--- src/rtl/irq_collector_pkg.sv ---
// Package: shared types of the interrupt collector.
// Assumes: the encoding of the pin mode is fixed by the pin behaviour it selects.
package irq_collector_pkg;

    typedef enum logic [1:0] {
        PIN_OD_ACT_LOW  = 2'b00,
        PIN_OD_ACT_HIGH = 2'b01,
        PIN_PP_ACT_HIGH = 2'b10,
        PIN_PP_ACT_LOW  = 2'b11
    } pin_mode_e;

endpackage

--- src/rtl/irq_edge_capture.sv ---
// Registers the condition lines and flags a rising transition on each one.
// Assumes: conditions come from the same clock domain. An event is a
// registered sample of 1 whose previous sample was 0.
module irq_edge_capture #(
    parameter int N = 8
) (
    input  logic         clk,
    input  logic         rst_n,
    input  logic [N-1:0] cond_i,
    output logic [N-1:0] rise_o
);
    logic [N-1:0] cond_q;
    logic [N-1:0] cond_prev;

    // Keep the current and previous condition samples.
    always_ff @(posedge clk) begin
        if (!rst_n) begin
            cond_q    <= '0;
            cond_prev <= '0;
        end else begin
            cond_q    <= cond_i;
            cond_prev <= cond_q;
        end
    end

    // Mark each bit whose sample rose since the previous one.
    always_comb begin
        rise_o = cond_q & ~cond_prev;
    end
endmodule

--- src/rtl/irq_pin_sync.sv ---
// Synchronizer for the external clear-all pin.
// Assumes: the pin is asynchronous and held for at least one clock period.
// STAGES flops give STAGES cycles of delay.
module irq_pin_sync #(
    parameter int STAGES = 2
) (
    input  logic clk,
    input  logic rst_n,
    input  logic async_i,
    output logic sync_o
);
    logic [STAGES-1:0] shreg;

    generate
        if (STAGES == 1) begin : g_single
            // Single stage: sample the pin directly.
            always_ff @(posedge clk) begin
                if (!rst_n) shreg <= '0;
                else        shreg <= async_i;
            end
        end else begin : g_chain
            // Shift the pin through the stage chain.
            always_ff @(posedge clk) begin
                if (!rst_n) shreg <= '0;
                else        shreg <= {shreg[STAGES-2:0], async_i};
            end
        end
    endgenerate

    assign sync_o = shreg[STAGES-1];
endmodule

--- src/rtl/irq_status_bank.sv ---
// Sticky status bits: set on masked events, cleared by strobes.
// Assumes: clear strobes are single-cycle pulses. A new event beats any
// clear in the same cycle.
module irq_status_bank #(
    parameter int N = 8
) (
    input  logic         clk,
    input  logic         rst_n,
    input  logic [N-1:0] rise_i,
    input  logic [N-1:0] mask_i,
    input  logic [N-1:0] clr_i,
    input  logic         clr_all_i,
    output logic [N-1:0] status_o
);
    logic [N-1:0] set_vec;
    logic [N-1:0] keep_vec;
    logic [N-1:0] status_q;

    // Events that pass the mask, and bits that survive the clears.
    always_comb begin
        set_vec  = rise_i & mask_i;
        keep_vec = status_q & ~clr_i & {N{~clr_all_i}};
    end

    genvar k;
    generate
        for (k = 0; k < N; k++) begin : g_bit
            // Update one sticky bit, giving a new event priority over clears.
            always_ff @(posedge clk) begin
                if (!rst_n)          status_q[k] <= 1'b0;
                else if (set_vec[k]) status_q[k] <= 1'b1;
                else                 status_q[k] <= keep_vec[k];
            end
        end
    endgenerate

    assign status_o = status_q;
endmodule

--- src/rtl/irq_pin_driver.sv ---
// Turns the status vector into the request pin value and enable.
// Assumes: combinational output; any external pull resistor sets the idle
// level in the open-drain style modes.
module irq_pin_driver
    import irq_collector_pkg::*;
#(
    parameter int N = 8
) (
    input  logic [N-1:0] status_i,
    input  logic [1:0]   mode_i,
    output logic         pin_out,
    output logic         pin_oe
);
    logic      active;
    pin_mode_e mode;

    // Request is asserted while any status bit is set; decode the mode.
    always_comb begin
        active = |status_i;
        mode   = pin_mode_e'(mode_i);
    end

    // Choose the pin value and enable for the selected drive style.
    always_comb begin
        unique case (mode)
            PIN_OD_ACT_LOW: begin
                pin_oe  = active;
                pin_out = 1'b0;
            end
            PIN_OD_ACT_HIGH: begin
                pin_oe  = active;
                pin_out = 1'b1;
            end
            PIN_PP_ACT_HIGH: begin
                pin_oe  = 1'b1;
                pin_out = active;
            end
            default: begin
                pin_oe  = 1'b1;
                pin_out = ~active;
            end
        endcase
    end
endmodule

--- src/rtl/irq_collector.sv ---
// Top of the interrupt collector: edge capture, sticky status, clear-all
// pin synchronizer and pin driver.
// Assumes: one clock domain except clr_all_pin_i; synchronous active-low reset.
module irq_collector #(
    parameter int N        = 8,
    parameter int PIN_SYNC = 2
) (
    input  logic         clk,
    input  logic         rst_n,
    input  logic [N-1:0] cond_i,
    input  logic [N-1:0] mask_i,
    input  logic [N-1:0] clr_i,
    input  logic         clr_all_i,
    input  logic         clr_all_pin_i,
    input  logic [1:0]   mode_i,
    output logic [N-1:0] status_o,
    output logic         pin_out,
    output logic         pin_oe
);
    logic [N-1:0] rise;
    logic         pin_clr_sync;
    logic         clr_all_eff;

    irq_edge_capture #(.N(N)) u_edge (
        .clk    (clk),
        .rst_n  (rst_n),
        .cond_i (cond_i),
        .rise_o (rise)
    );

    irq_pin_sync #(.STAGES(PIN_SYNC)) u_sync (
        .clk     (clk),
        .rst_n   (rst_n),
        .async_i (clr_all_pin_i),
        .sync_o  (pin_clr_sync)
    );

    // Merge the register clear-all strobe with the synchronized pin.
    always_comb begin
        clr_all_eff = clr_all_i | pin_clr_sync;
    end

    irq_status_bank #(.N(N)) u_bank (
        .clk       (clk),
        .rst_n     (rst_n),
        .rise_i    (rise),
        .mask_i    (mask_i),
        .clr_i     (clr_i),
        .clr_all_i (clr_all_eff),
        .status_o  (status_o)
    );

    irq_pin_driver #(.N(N)) u_pin (
        .status_i (status_o),
        .mode_i   (mode_i),
        .pin_out  (pin_out),
        .pin_oe   (pin_oe)
    );
endmodule

--- config.mk ---
export PLATFORM = sky130hd
export DESIGN_NAME = irq_collector
export DESIGN_NICKNAME = d
export VERILOG_FILES = /design/src/rtl/irq_collector_pkg.sv /design/src/rtl/irq_edge_capture.sv /design/src/rtl/irq_pin_sync.sv /design/src/rtl/irq_status_bank.sv /design/src/rtl/irq_pin_driver.sv /design/src/rtl/irq_collector.sv
export SDC_FILE = /design/constraint.sdc
export NUM_CORES = 1
export LEC_CHECK = 0
export ABC_AREA = 1
export ABC_CLOCK_PERIOD_IN_PS = 2100
export BUFFER_PORTS_ARGS = -buffer_cell sky130_fd_sc_hd__buf_2
export CORE_UTILIZATION = 48
export CTS_CLUSTER_DIAMETER = 100
export DETAILED_ROUTE_END_ITERATION = 10
export GPL_TIMING_DRIVEN = 1
export PLACE_DENSITY = 0.77
export SLEW_MARGIN = 10
export SYNTH_ARGS = -nofsm -noshare
export SYNTH_HDL_FRONTEND = slang
export SYNTH_SLANG_ARGS = --single-unit
--- constraint.sdc ---
create_clock -name clk -period 2.1 [get_ports clk]
set_clock_uncertainty 0.2 [all_clocks]
set_input_delay 0.42 -clock clk [delete_from_list [all_inputs] [get_ports clk]]
set_output_delay 0.42 -clock clk [all_outputs]
set_load 0.02 [all_outputs]
======== After elaboration in Yosys (flattened, before gate mapping) ========
Index checks and enable logic that the tools add are counted.
storage, ports and cells
  input bits .............................. 30
  register bits ........................... 26
cells by class
  muxes and demuxes ....................... 10
  bitwise logic cells ..................... 9
  equal/unequal tests ..................... 2
  reduce and logical (&&, ||, !) cells .... 3
operators by type and width
  operator              number
  $and A8 B8 Y8         4
  $not A8 Y8            2
  $mux W1               9
  $reduce_or A8 Y1      1
  $pmux W1 S3           1
  $eq A2 B1 Y1 const B  1
  $eq A2 B2 Y1 const B  1
  $logic_not A2 Y1      1
  $not A1 Y1            2
  $reduce_or A2 Y1      1
  $or A1 B1 Y1          1

======== Logic depth before layout (Yosys ltp) ========
Gate-level depths: netlist (run 1).
  word-level depth ........................ 4
  mapped depth ............................ 5
  mapped depth without buffers ............ 5

======== Modules after synthesis ========
Synthesis (run 1) repeated with hierarchy kept, for this count alone.
second synthesis, totals
  cell total of the unflattened synthesis .. 131
  area total of the unflattened synthesis .. 949.7 um^2
by module, submodules not included
  module            instances  sequential area each (um^2)  area an instance (um^2)  cells each
  irq_edge_capture  1          320.3                        523.0                    66
  irq_status_bank   1          160.2                        305.3                    42
  irq_pin_driver    1          0.0                          55.1                     14
  irq_pin_sync      1          40.0                         55.1                     6
  irq_collector     1          0.0                          11.3                     3

======== Worst setup path before layout (run 1) ========
Ideal clock, no wire load.
  path type ............................... register -> output
  start point ............................. reg u_bank.status_q[6], in the netlist u_bank.status_o[6]
  end point ............................... out pin_out
  data arrival time ....................... 0.882 ns
  stages on the path, launching flop included .. 6
  path slack .............................. 0.598 ns
  data required time ...................... 1.480 ns
  cell sequence ........................... dfxtp_1 nor2_1 nand2_1 o21ai_1 nand2_1 nand2_1
between the ends
  word-level cells in the longest chain between the ends .. 3
ends and longest elaborated chain
  what                             line                   source
  start, declared                  irq_status_bank.sv:17  logic [N-1:0] status_q;
  start signal, assigned by index  irq_status_bank.sv:32  else status_q[k] <= keep_vec[k];
  $reduce_or A8 Y1 (*)             irq_pin_driver.sv:19   active = |status_i;
  $not A1 Y1                       irq_pin_driver.sv:40   pin_out = ~active;
  $pmux W1 S3 (*)                  irq_pin_driver.sv:25   unique case (mode)
  end, declared                    irq_collector.sv:17    output logic pin_out,
Mark *: on every way between the ends. The rest lies on a longest branch, timed or not.

======== Worst setup path after layout (run 1) ========
  start point ............................. reg u_bank.status_q[7], in the netlist u_bank.status_o[7]
  end point ............................... out pin_out
The elaborated chain is that of the path after synthesis.

==> reports/qor.csv, run 1 <==
metric,value,unit
Post-CTS Setup Repair Bufs,0,
mapped cell area,900.9,um^2
Die H,45.32,um
clock-pin slew on the worst setup and hold paths,140,ps
Max VDD drop,0.0007141,V
Final nets,176,
fillcell total,168,
vias per cell,4.294,
initial antenna violation count,0,
Crit path required time,1480,ps
Slew @ Worst Pin,307.3,ps
vias in the first global route,614,
clock buffer depth,2,
post-synthesis sequential area ratio,57.78,%
synth top area cells,"dfxtp_1 (58%), nand3b_1 (13%), nand2_1 (9.6%)",
max_slew headroom,79.52,%
total die area,0.002054,mm^2
Power Density,811.1,mW/mm^2
number of synthesized register bits,26,
gpl congestion,0.6407,
Setup CP Type,flip-flop to output port,
total negative slack,0,ps
clk sinks,26,
worst reg2reg setup slack,1030,ps
Clk pwr share,35.0,%
internal power,0.7498,mW
PortBufs,39,
switching power,0.1950,mW
Initial DRC Count,5,
Root Driver,clkbuf_4,
TritonRoute pass-1 iters,4,
CP dominant cell by count,nand2_1,
final setup fails,0,
Ys Warns,0,
first-pass GRT wire length,2.346,mm
Synthesized Nets,134,
Lkg Pwr,0.6625,nW
WL per Instance,9.141,um
GRT Util Overall,16.50,%
Area Overhead vs Synth,29.31,%
"Slowest-stage cell, CP",dfxtp_1,
maxcap violations,0,
CTS Buf Count,3,
row cnt,15,
hold violation total from the final report,0,
average size of a mapped cell,8.662,um^2
Synth top area share,57.78,%
status,finished clean,
RSZ-0062 raised after global routing,false,
Core ar.,0.001745,mm^2
Ports,40,
total power,0.9448,mW
Syn Inst Count,104,
routed vias,730,
hold-fix buffer count after cts,0,
CTS resizes,0,
clk_lat worst skew,320,ps
H-tree depth,1,
HPWL after DPL,1.225,mm
cells along the critical path,nor2_1 > nand2_1 > o21ai_0 > nand2_1 > buf_2,
combinational share of power,9.6,%
worst-path fanout max,3,
post-route minimum period,1891,ps
sequential power share,55.4,%
DRC Markers,0,
CTS tree,done,
share of layout cells above drive strength 1,30.34,%
Die Wd,45.32,um
starting density of the core,51.61,%
pin count of the biggest net entering global routing,20,
ANT cells,0,
Final Slew Violations,0,
Synth area leader,dfxtp_1,
fmax,528.7,MHz
startpoint types,flip-flop,
Post-Route WL,1.554,mm
GR Overflow Total,0,
Crit path arrival time,1270,ps
crit-path max cell delay,350,ps
Post-DRT Antenna Nets,0,
fin crit share,90.06,%
"Distinct cells, synth",10,
worst hold path type,input pin to flip-flop,
Net Sw Frac,20.64,%
critical path endpoint category,output port,
critical path, delay by kind of cell, from the launching register on:
family	cells	cell delay, ps
flip-flops	1	350
AND/OR/NAND/NOR	3	270
AO/OA/AOI/OAI	1	170
buffers and inverters	1	160
cells in the final DEF, fill, tap and decap left out:
cell       instances
bufinv_16          1
o21ai_0            1
a21oi_1            8
clkbuf_4           3
nor2_1             6
o21ai_1            1
inv_1             20
buf_2             39
nor2_4             1
dfxtp_1           26
nand2_1           23
nand3b_1          16
worst paths after layout:
check / endpoint / cells after the start / startpoint
setup reg to reg: u_bank.status_o[7] / 3 / u_sync.shreg[1]
hold reg to reg: u_edge.cond_prev[4] / 2 / u_edge.cond_q[4]
hold / removal: u_edge.cond_q[0] / 3 / cond_i[0]
setup / recovery: pin_out / 5 / u_bank.status_o[7]
power by group through the flow:
stage	Combinational (mW)	Sequential [mW]	Clock (mW)
global placement	0.0878	0.533	0
detailed placement	0.0915	0.535	0
global route	0.102	0.526	0.353
finish	0.0908	0.523	0.331
CTS	0.0920	0.523	0.336
floorplan	0.0465	0.538	0
area by class of cell:
cell class | count | area, um^2 | area share (%)
Clock inverter | 1 | 30.03 | 2.578
Clock buffer | 3 | 22.52 | 1.933
Inverter | 20 | 75.07 | 6.445
Timing Repair Buffer | 39 | 195.2 | 16.76
Sequential cell | 26 | 520.5 | 44.68
Tap cell | 25 | 31.28 | 2.685
Multi-Input combinational cell | 56 | 290.3 | 24.92
per-layer routing:
metal,vias to the layer above,GRT usage (%),routed length (um)
met2,23,28.99,785
met4,0,10.91,12
met1,308,18.32,660
met5,-,0,0
met3,2,2.400,97
li1,397,-,-
metrics by stage:
step	setup slack, ps	hold slack, ps	util [%]	cells	instance area, um^2
5_1_grt	113.4	60.13	66.74	170	1165
2_1_floorplan	598.0	190.5	-	104	900.9
3_5_place_dp	534.2	203.9	63.73	166	1112
4_1_cts	174.3	63.76	66.74	170	1165
6_report	208.7	68.49	66.74	170	1165
3_3_place_gp	596.0	199.5	63.73	166	1112
state kept, by name, summed over array words and instances (netlist names):
name,count
u_bank.status_o,8
u_edge.cond_prev,8
u_sync.shreg,2
u_edge.cond_q,8
kinds of logic after synthesis:
logic type | synth area share [%]
buffers and inverters | 9.999
AO/OA/AOI/OAI | 5.555
flip-flops | 57.78
AND/OR/NAND/NOR | 26.67
cell usage after synthesis:
cell type  number
nand3b_1       16
nand2_1        23
a21oi_1         8
buf_4           2
nor2_1          6
inv_1          20
o21ai_1         1
o21ai_0         1
nor2_4          1
dfxtp_1        26
Note: power is estimated with default switching activity, not from simulation.
==> run 2: changes to the inputs <==
HOLD_SLACK_MARGIN = 0.1   (was unset)
TNS_END_PERCENT = 5   (was unset)
==> run 2 against run 1 <==
  * Clock power about the same
  * Global-route usage increased by 0.59 points
  * Clock-buffer cell count unchanged
  * Combinational power increased by 15%
  * First-iteration DRC count unchanged
  * Maximum frequency about the same
  * Wire length increased by 5.3%
  * Via count increased by 4.2%
  * Critical path depth unchanged
  * Sequential cell count unchanged
  * Largest cell class unchanged
==> reports/qor.csv, run 2 (synthesis results as in run 1) <==
metric,value,unit
status,finished clean,
clock-pin slew on the worst setup and hold paths,140,ps
WL per Instance,9.140,um
"commonest non-fill, non-tap cells in the layout","buf_2 (39), dfxtp_1 (26), nand2_1 (23), inv_1 (20), nand3b_1 (16)",
pin count of the biggest net entering global routing,20,
Hold Slack,152.1,ps
first-pass GRT wire length,2.435,mm
starting density of the core,51.61,%
Max VDD drop,0.0007147,V
GR Overflow Total,0,
Post-CTS Setup Repair Bufs,0,
final setup fails,0,
worst-path fanout max,3,
gpl congestion,0.6407,
hold violation total from the final report,0,
share of layout cells above drive strength 1,28.57,%
startpoint types,flip-flop,
routed vias,761,
Area Overhead vs Synth,39.31,%
ANT cells,0,
fmax,528.7,MHz
PortBufs,39,
Ports,40,
"most common cell after layout, fill and taps aside",buf_2,
Post-Route WL,1.636,mm
H-tree depth,1,
total power,0.9573,mW
post-route design area,0.001255,mm^2
placed inst area,0.001112,mm^2
total die area,0.002054,mm^2
Post-Place Cells,166,
DRC Markers,0,
clock buffer depth,2,
Slew @ Worst Pin,302.5,ps
Power Density,762.8,mW/mm^2
CTS Buf Count,3,
total negative slack,0,ps
fin cells,179,
GRT Util Overall,17.09,%
Core ar.,0.001745,mm^2
critical path endpoint category,output port,
clk sinks,26,
worst hold path type,input pin to flip-flop,
row cnt,15,
Lkg Pwr,0.7001,nW
maxcap violations,0,
vias per cell,4.251,
TritonRoute pass-1 iters,4,
fin crit share,90.06,%
Final nets,185,
Die Wd,45.32,um
HPWL after DPL,1.225,mm
clk_lat worst skew,320,ps
Root Driver,clkbuf_4,
Post-DRT Antenna Nets,0,
Final Slew Violations,0,
Crit path required time,1480,ps
post-route minimum period,1891,ps
Setup CP Type,flip-flop to output port,
initial antenna violation count,0,
Crit path arrival time,1270,ps
Initial DRC Count,5,
CTS tree,done,
Die H,45.32,um
vias in the first global route,633,
RSZ-0062 raised after global routing,false,
max_slew headroom,79.83,%
## run 2: changes by cell type in the layout (fill, tap and decap cells not counted)
cell / previous run / this run
dlygate4sd3_1: 0 / 9
## run 2: layout make-up
cell class	instances	area, um^2
inverters	20	75.07
flip-flops and latches	26	520.5
well taps	25	31.28
fillers	155	490.5
clock inverters	1	30.03
repair buffers	48	285.3
multi-input cells	56	290.3
clock buffers	3	22.52
## run 2: power breakdown
group | switching [mW] | internal (mW) | total, mW
registers | 0.00913 | 0.514 | 0.523
clock network | 0.137 | 0.193 | 0.330
logic | 0.0500 | 0.0536 | 0.104
## run 2: per-layer routing
metal	global-route usage [%]	share of wire [%]
met5	0	0
met1	18.83	41
met3	2.400	5.5
met4	10.91	0.73
met2	30.43	52
## run 2: path summary, 6_finish.rpt
kind                            from                  end  cells past startpoint  slack (ps)
hold / removal              clr_i[0]   u_bank.status_o[0]                      3         150
hold reg to reg     u_edge.cond_q[4]  u_edge.cond_prev[4]                      2         220
setup reg to reg     u_sync.shreg[1]   u_bank.status_o[7]                      3        1030
setup / recovery  u_bank.status_o[7]              pin_out                      5         210
## run 2: what timing repair did
| item | 4_1_cts | 5_1_grt |
|---|---|---|
| hold buffers | 9 | 0 |
| endpoints found under the hold margin | 9 | 0 |
| resized for setup | 0 | 0 |
| setup endpoints to repair | 0 | 0 |
## run 2: stage by stage
step / setup WS (ps) / utilization (%)
5_1_grt: 113.4 / 71.90
3_5_place_dp: 534.2 / 63.73
2_1_floorplan: 598.0 / -
3_3_place_gp: 596.0 / 63.73
4_1_cts: 174.3 / 71.90
6_report: 208.7 / 71.90
## run 2: critical path, cell delays in order (launching register included)
cell and delay (ps):
dfxtp_1 350, nor2_1 100, nand2_1 90, o21ai_0 170
nand2_1 80, buf_2 160
==> run 3: changes to the inputs <==
CORE_UTILIZATION = 49   (was 48)
PLACE_DENSITY = 0.78   (was 0.77)
SYNTH_HIERARCHICAL = 1   (was unset)
==> run 3 against run 2 <==
  * Sequential cell count unchanged
  * Global-route usage up 0.55 points
  * Combinational power up 6%
  * Synthesized area up 5.4%
  * Maximum frequency down 1.1%
  * Register-to-register slack worse by 20 ps
  * Highest routed layer unchanged
==> reports/qor.csv, run 3 <==
metric,value,unit
HPWL after DPL,1.308,mm
fin crit share,91.02,%
Die Wd,46.03,um
hold violation total from the final report,0,
Final Slew Violations,0,
number of synthesized register bits,26,
Post-synth EDFFs,0,
row cnt,15,
Synth area leader,dfxtp_1,
"commonest non-fill, non-tap cells in the layout","nand2_1 (40), buf_2 (39), inv_1 (30), dfxtp_1 (26), nor2_1 (22)",
Post-Place Cells,192,
pin count of the biggest net entering global routing,20,
Root Driver,clkbuf_4,
total die area,0.002118,mm^2
max_slew headroom,79.54,%
GR Overflow Total,0,
Post-Route WL,1.716,mm
Max VDD drop,0.0006040,V
Crit path required time,1480,ps
status,finished clean,
ys flop type,dfxtp_1,
Slew @ Worst Pin,306.9,ps
mapped cell area,949.7,um^2
clk sinks,26,
CTS Buf Count,3,
Syn Inst Count,131,
share of layout cells above drive strength 1,23.89,%
Setup CP Type,flip-flop to output port,
post-synthesis sequential area ratio,54.81,%
Post-CTS Setup Repair Bufs,0,
clock-pin slew on the worst setup and hold paths,130,ps
starting density of the core,53.83,%
post-route minimum period,1911,ps
Synth top area share,54.81,%
WL per Instance,8.371,um
first-pass GRT wire length,2.656,mm
H-tree depth,1,
DRC Markers,0,
fin cells,205,
ANT cells,0,
maxcap violations,0,
total negative slack,0,ps
routed vias,861,
Post-DRT Antenna Nets,0,
Initial DRC Count,11,
average size of a mapped cell,7.249,um^2
worst hold path type,input pin to flip-flop,
Power Density,748.9,mW/mm^2
gpl congestion,0.6917,
Crit path arrival time,1290,ps
Core ar.,0.001764,mm^2
commonest cells in the netlist,"nand2_1 (40), inv_1 (30), dfxtp_1 (26)",
vias per cell,4.200,
startpoint types,flip-flop,
Synthesized Nets,161,
RSZ-0062 raised after global routing,false,
Ports,40,
Die H,46.03,um
synth top area cells,"dfxtp_1 (55%), nand2_1 (16%), inv_1 (12%)",
TritonRoute pass-1 iters,4,
initial antenna violation count,0,
final setup fails,0,
worst-path fanout max,3,
top-count cell post-synth,nand2_1,
GRT Util Overall,17.64,%
CTS tree,done,
ys async rst share,0,%
"most common cell after layout, fill and taps aside",nand2_1,
clock buffer depth,2,
critical path endpoint category,output port,
Ys Warns,6,
PortBufs,39,
vias in the first global route,733,
Final nets,211,
"Distinct cells, synth",8,
clk_lat worst skew,310,ps
Lkg Pwr,0.7624,nW
Area Overhead vs Synth,35.31,%
fmax,523.2,MHz
-- run 3: critical path, stage by stage (launching register included) --
cell,delay [ps]
dfxtp_1,340
nor2_1,100
nand2_1,90
o21ai_0,210
nand2_1,80
buf_2,160
-- run 3: through the flow --
step | utilization (%) | hold slack [ps] | cell area, um^2 | setup slack, ps | total power [mW]
after floorplan | - | 190.0 | 949.7 | 598.0 | 0.5936
after global placement | 64.75 | 195.8 | 1142 | 593.7 | 0.6265
after detailed placement | 64.75 | 205.4 | 1142 | 531.8 | 0.6321
after CTS | 72.84 | 122.0 | 1285 | 179.9 | 0.9714
after global routing | 72.84 | 120.6 | 1285 | 43.41 | 1.009
final | 72.84 | 133.9 | 1285 | 188.6 | 0.9623
-- run 3: layout make-up --
class / instances / area (um^2)
clock buffers: 3 / 22.52
clock inverters: 1 / 30.03
fillers: 165 / 479.2
inverters: 30 / 112.6
multi-input cells: 72 / 282.8
flip-flops and latches: 26 / 520.5
well taps: 25 / 31.28
repair buffers: 48 / 285.3
-- run 3: final timing paths --
check,slack (ps),cells past startpoint,end,start
max reg2reg,1010,5,u_bank/status_o[3],u_sync/shreg[1]
min reg2reg,230,2,u_sync/shreg[1],u_sync/shreg[0]
max,190,5,pin_out,u_bank/status_o[5]
min,130,3,u_bank/status_o[4],mask_i[4]
-- run 3: metal layers --
metal	wire, um	up-vias	GRT usage (%)
li1	-	469	-
met2	903	30	32.96
met4	18	0	7.059
met1	717	360	18.92
met5	0	-	0
met3	76	2	3.571
-- run 3: repair_timing --
action | in CTS | in global routing
resized for setup | 0 | 0
endpoints found under the hold margin | 9 | 0
setup endpoints to repair | 0 | 0
hold buffers | 9 | 0
-- run 3: cell families after synthesis --
family | synth area share (%)
compound gates | 5.269
buf+inv | 15.41
simple gates | 24.51
flops | 54.81
-- run 3: report_power, final --
| part | switching, mW | internal (mW) | total [mW] |
|---|---|---|---|
| logic | 0.0569 | 0.0534 | 0.110 |
| registers | 0.00894 | 0.514 | 0.523 |
| clock network | 0.136 | 0.193 | 0.329 |
| total | 0.202 | 0.760 | 0.962 |
